<file path="config.mk">
export PLATFORM = sky130hd
export DESIGN_NAME = flash_cmd_decoder
export DESIGN_NICKNAME = d
export VERILOG_FILES = /design/src/rtl/flash_cmd_pkg.sv /design/src/rtl/flash_cmd_ctrl.sv /design/src/rtl/flash_cmd_datapath.sv /design/src/rtl/flash_cmd_decoder.sv
export SDC_FILE = /design/constraint.sdc
export NUM_CORES = 1
export LEC_CHECK = 0
export ABC_CLOCK_PERIOD_IN_PS = 2400
export BUFFER_PORTS_ARGS = -buffer_cell sky130_fd_sc_hd__buf_2
export CORE_ASPECT_RATIO = 2
export CORE_MARGIN = 4
export CORE_UTILIZATION = 25
export CTS_CLUSTER_DIAMETER = 80
export DETAILED_ROUTE_END_ITERATION = 10
export PLACE_DENSITY = 0.59
export SYNTH_ARGS = -nofsm -noshare
export SYNTH_HDL_FRONTEND = slang
export SYNTH_SLANG_ARGS = --single-unit
</file>
<file path="constraint.sdc">
create_clock -name clk -period 2.4 [get_ports clk]
set_input_delay 0.36 -clock clk [delete_from_list [all_inputs] [get_ports clk]]
set_output_delay 0.36 -clock clk [all_outputs]
set_load 0.05 [all_outputs]
</file>
<file path="src/rtl/flash_cmd_pkg.sv">
package flash_cmd_pkg;

  typedef enum logic [2:0] {
    ST_READ,
    ST_UNLK1,
    ST_UNLK2,
    ST_PGM_SETUP,
    ST_ERS_SETUP,
    ST_ERS_UNLK1,
    ST_ERS_UNLK2
  } cmd_state_t;

  typedef struct packed {
    logic loadAddr;
    logic loadData;
    logic goProg;
    logic goChip;
    logic goSector;
  } cmd_strobe_t;

  localparam logic [7:0] CODE_UNLK_A  = 8'hAA;
  localparam logic [7:0] CODE_UNLK_B  = 8'h55;
  localparam logic [7:0] CODE_PGM     = 8'hA0;
  localparam logic [7:0] CODE_ERS     = 8'h80;
  localparam logic [7:0] CODE_CHIP    = 8'h10;
  localparam logic [7:0] CODE_SECTOR  = 8'h30;
  localparam logic [7:0] CODE_RESET   = 8'hF0;

endpackage

</file>
<file path="src/rtl/flash_cmd_ctrl.sv">
module flash_cmd_ctrl
  import flash_cmd_pkg::*;
#(
  parameter int ADDR_W  = 17,
  parameter int DATA_W  = 8,
  parameter int MATCH_W = 15,
  parameter logic [MATCH_W-1:0] UNLOCK_ADDR_A = 15'h5555,
  parameter logic [MATCH_W-1:0] UNLOCK_ADDR_B = 15'h2AAA
) (
  input  logic              clk,
  input  logic              rstN,
  input  logic              wrValid,
  input  logic              ceN,
  input  logic              weN,
  input  logic              oeN,
  input  logic              busy,
  input  logic              lowVcc,
  input  logic [ADDR_W-1:0] wrAddr,
  input  logic [DATA_W-1:0] wrData,
  output cmd_strobe_t       strobe,
  output logic              readMode
);

  cmd_state_t state, nextState;
  logic accept, atA, atB;

  assign accept = wrValid & ~ceN & ~weN & oeN & ~busy & ~lowVcc;
  assign atA    = (wrAddr[MATCH_W-1:0] == UNLOCK_ADDR_A);
  assign atB    = (wrAddr[MATCH_W-1:0] == UNLOCK_ADDR_B);

  always_comb begin
    nextState = state;
    strobe    = '0;
    if (lowVcc) begin
      nextState = ST_READ;
    end else if (accept) begin
      nextState = ST_READ;
      unique case (state)
        ST_READ:
          if (atA && wrData == DATA_W'(CODE_UNLK_A)) nextState = ST_UNLK1;
        ST_UNLK1:
          if (atB && wrData == DATA_W'(CODE_UNLK_B)) nextState = ST_UNLK2;
        ST_UNLK2:
          if (atA && wrData == DATA_W'(CODE_PGM))      nextState = ST_PGM_SETUP;
          else if (atA && wrData == DATA_W'(CODE_ERS)) nextState = ST_ERS_SETUP;
        ST_PGM_SETUP: begin
          strobe.loadAddr = 1'b1;
          strobe.loadData = 1'b1;
          strobe.goProg   = 1'b1;
        end
        ST_ERS_SETUP:
          if (atA && wrData == DATA_W'(CODE_UNLK_A)) nextState = ST_ERS_UNLK1;
        ST_ERS_UNLK1:
          if (atB && wrData == DATA_W'(CODE_UNLK_B)) nextState = ST_ERS_UNLK2;
        ST_ERS_UNLK2:
          if (atA && wrData == DATA_W'(CODE_CHIP)) begin
            strobe.goChip = 1'b1;
          end else if (wrData == DATA_W'(CODE_SECTOR)) begin
            strobe.loadAddr = 1'b1;
            strobe.goSector = 1'b1;
          end
        default: nextState = ST_READ;
      endcase
    end
  end

  always_ff @(posedge clk or negedge rstN) begin
    if (!rstN) state <= ST_READ;
    else       state <= nextState;
  end

  assign readMode = (state == ST_READ);

endmodule

</file>
<file path="src/rtl/flash_cmd_datapath.sv">
module flash_cmd_datapath
  import flash_cmd_pkg::*;
#(
  parameter int ADDR_W = 17,
  parameter int DATA_W = 8
) (
  input  logic              clk,
  input  logic              rstN,
  input  cmd_strobe_t       strobe,
  input  logic [ADDR_W-1:0] wrAddr,
  input  logic [DATA_W-1:0] wrData,
  output logic              startProg,
  output logic              startChipErase,
  output logic              startSectorErase,
  output logic [ADDR_W-1:0] opAddr,
  output logic [DATA_W-1:0] opData
);

  always_ff @(posedge clk or negedge rstN) begin
    if (!rstN) begin
      startProg        <= 1'b0;
      startChipErase   <= 1'b0;
      startSectorErase <= 1'b0;
      opAddr           <= '0;
      opData           <= '0;
    end else begin
      startProg        <= strobe.goProg;
      startChipErase   <= strobe.goChip;
      startSectorErase <= strobe.goSector;
      if (strobe.loadAddr) opAddr <= wrAddr;
      if (strobe.loadData) opData <= wrData;
    end
  end

endmodule

</file>
<file path="src/rtl/flash_cmd_decoder.sv">
module flash_cmd_decoder
  import flash_cmd_pkg::*;
#(
  parameter int ADDR_W  = 17,
  parameter int DATA_W  = 8,
  parameter int MATCH_W = 15,
  parameter logic [MATCH_W-1:0] UNLOCK_ADDR_A = 15'h5555,
  parameter logic [MATCH_W-1:0] UNLOCK_ADDR_B = 15'h2AAA
) (
  input  logic              clk,
  input  logic              rstN,
  input  logic              wrValid,
  input  logic              ceN,
  input  logic              weN,
  input  logic              oeN,
  input  logic [ADDR_W-1:0] wrAddr,
  input  logic [DATA_W-1:0] wrData,
  input  logic              busy,
  input  logic              lowVcc,
  output logic              readMode,
  output logic              startProg,
  output logic              startChipErase,
  output logic              startSectorErase,
  output logic [ADDR_W-1:0] opAddr,
  output logic [DATA_W-1:0] opData
);

  cmd_strobe_t strobe;

  flash_cmd_ctrl #(
    .ADDR_W(ADDR_W), .DATA_W(DATA_W), .MATCH_W(MATCH_W),
    .UNLOCK_ADDR_A(UNLOCK_ADDR_A), .UNLOCK_ADDR_B(UNLOCK_ADDR_B)
  ) u_ctrl (
    .clk(clk), .rstN(rstN), .wrValid(wrValid), .ceN(ceN), .weN(weN),
    .oeN(oeN), .busy(busy), .lowVcc(lowVcc), .wrAddr(wrAddr),
    .wrData(wrData), .strobe(strobe), .readMode(readMode)
  );

  flash_cmd_datapath #(.ADDR_W(ADDR_W), .DATA_W(DATA_W)) u_dp (
    .clk(clk), .rstN(rstN), .strobe(strobe), .wrAddr(wrAddr),
    .wrData(wrData), .startProg(startProg), .startChipErase(startChipErase),
    .startSectorErase(startSectorErase), .opAddr(opAddr), .opData(opData)
  );

endmodule

</file>
==> summary.md <==
| Metric | Value |
|---|---|
| Synth Area in Simple Gates | between 20 and 25% |
| Post-Syn Area | roughly 1500 um2 |
| Seq/Total Area, Yosys | between 50% and 60% |
| Adder-cell share of the synthesized area | 0% |
| Post-synthesis mux area share | between 20% and 30% |
| Synth Warn # | 0 |
| Period utilization | between 80% and 90% |
| CTS tree | done |
| Number of flops mapped to enable cells by yosys | 0 |
| Max-slew headroom | 53.7% |
| Largest family of logic cells by synthesized area | simple AND/OR/NAND/NOR gates |
| Nets | between 200 and 250 |
| Fillers | ~580 |
| # Max-Cap Violations | 0 |
| Synth Area in XOR/XNOR | 0% |
| RSZ-0062 raised after global routing | false |
| Synth Area in Compound Gates | under 10% |
| IO Count | 62 |
| Initial antenna violation count | 0 |
| Synth async-reset ratio | 100% |
| Routed WL | between 3 and 4 mm |
| CP startpoint kind | register |
| Core Box Area | slightly below 6000 um2 |
| Layout cells sized above 1 | 56.2% |
| CP endpoint kind | register |
| Core Rows | 39 |
| Post-DP HPWL | ~3.2 mm |
| Vias | approximately 1200 |
| Post-DR wirelength/cell | approximately 17 um |
| Initial Util | between 20% and 30% |
| Setup Viol. Count Final | 0 |
| Clock latency at the later pin of the worst-skew pair | 280 ps |
| GRT Overall Usage | 11.3% |
| Vias in the first global route | approximately 1300 |
| CTS root buf | clkbuf_16 |
| Ant. Diodes | 0 |
| Syn nets | approximately 140 |
| Cell count of the worst reg-to-reg path | 4 |
| Leakage power | between 1 and 1.5 nW |
| Routed Antenna Nets | 0 |
| Post-synth top cells | dfrtp_1, mux2_2, mux2_4, nand2_1 |
| Final hold vios | 0 |
| Global-route wire length before repair | roughly 6.4 mm |
| Synth Area per Inst | ~14 um2 |
| VDD IR-drop max | ~420 uV |
| Cts hold-fix bufs | 0 |
| Largest net degree at the start of global routing | 32 |
| Peak Freq | between 500 and 600 MHz |
| TNS Setup | 0 ps |
| Power density over the cells | roughly 610 nW/um2 |
| FF/Latch Area | between 700 and 800 um2 |
| Drt drc | 0 |
| First DRT Iteration DRCs | 32 |
| CTS resizes | 0 |
| GP Congestion | 0.793 |
| Die area | 7430 um2 |
| Post-CTS Setup Repair Bufs | 0 |
| Biggest area consumer among synthesized cells | dfrtp_1 |
| FF+latch count, synth | 31 |
| Synth area leaders | dfrtp_1, mux2_2, mux2_4, nand4bb_1, nor3_4 |
| TritonCTS buffer count | 5 |
| Hold Path Class | in2async |
| Synthesis-to-finish area growth | 34.7% |
| Critical path peak fanout | 17 |
| Die X | about 63 um |
| CTS H-tree lvls | 2 |
| Area occupied by multi-input gates | 712 um2 |
| Setup CP Type | reg2reg |
| Most used DFF post-synth | dfrtp_1 |
| Pre-Repair DR Iteration Count | 4 |
| Clk pin slew, worst setup/hold paths | about 50 ps |
| Post-layout minimum cycle time | ~2000 ps |
| Most frequent cell after synthesis | dfrtp_1 |
| Slew Limit Fails | 0 |
| Number of buffers added on ports | 61 |
| Gr ovfl total | 0 |
| Bufs on Longest Clock Path | 2 |
| Worst clock skew | about 4.4 ps |
| CP required | ~2600 ps |
| Yosys top cell area share | a little over 50% |
| CTS Sinks | 31 |
| Run status | complete, no violations |
| Total Power | about 0.0012 W |
| Via/cell ratio | roughly 5 |
| Die Y | approximately 120 um |
| Worst EP arrival | 2130 ps |
| Worst-Margin Slew | 694 ps |
| Synth Instances | around 110 |
| Post-synth cell types | 33 |
cells in the final DEF (no fill, tap or decap), drive strengths merged:
master,n
and2,2
and3,1
and4,1
and4b,2
buf,62
clkbuf,8
dfrtp,31
inv,1
mux2,25
nand2,6
nand3,2
nand3b,1
nand4,3
nand4b,3
nand4bb,3
nor2,3
nor2b,3
nor3,4
nor3b,2
nor4,1
nor4b,1
nor4bb,3
o211ai,1
o21ai,2
o21ba,1
o2bb2ai,2
o41ai,1
or3,1
or3b,1
or4b,1
worst paths after layout:
path	from	endpoint	slack (ps)
max	u_ctrl.state[1]	u_dp.opAddr[15]	430
max reg2reg	u_ctrl.state[1]	u_dp.opAddr[15]	430
min reg2reg	u_dp.opAddr[10]	u_dp.opAddr[10]	500
max in group asynchronous	rstN	u_dp.opAddr[10]	1820
min in group clk	wrAddr[16]	u_dp.opAddr[16]	320
min	rstN	u_dp.opData[1]	130
sequential cells by signal (all words and copies together), names as in the netlist:
signal and count:
u_dp.startSectorErase 1, u_dp.opData 8, u_dp.opAddr 17, u_ctrl.state 3, u_dp.startProg 1, u_dp.startChipErase 1
where the power goes:
part	internal (W)	switching, W
clock network	0.000440	0.000208
registers	0.000524	0.000000000000378
logic	0.0000296	0.0000397
critical path, cell delays in order, from the launching register on:
cell and delay [ps]:
dfrtp_1 470, nor2b_1 200, and2_1 200, o21ai_4 560
mux2_2 410
per-layer routing:
layer / global-route usage [%] / part of all wire, %
met5: 0 / 0
met4: 8.85 / 4.7
met1: 11.4 / 38
met2: 18.8 / 52
met3: 3.34 / 5.0
area by class of cell:
| class | count | share of cell area, % |
|---|---|---|
| clock buffer | 8 | 7.68 |
| inverter | 1 | 0.184 |
| multi-input combinational | 76 | 35.0 |
| sequential | 31 | 38.1 |
| tap | 61 | 3.75 |
| timing repair buffer | 62 | 15.4 |
through the flow:
step	util (%)	hold WS, ps	std cells	cell area [um2]	setup slack (ps)
final	35.1	126	239	2040	425
after global routing	35.1	198	239	2040	312
after CTS	35.1	161	239	2040	424
after detailed placement	32.4	459	231	1880	350
after global placement	32.4	444	231	1880	376
after floorplan	-	64.4	111	1510	455
kinds of logic (layout without fill, tap and decap cells):
family	after synthesis	in the layout
flops	31	31
compound gates	7	7
buf+inv	4	71
mux	25	25
simple gates	44	44
Power figures use the tool's default switching activity.
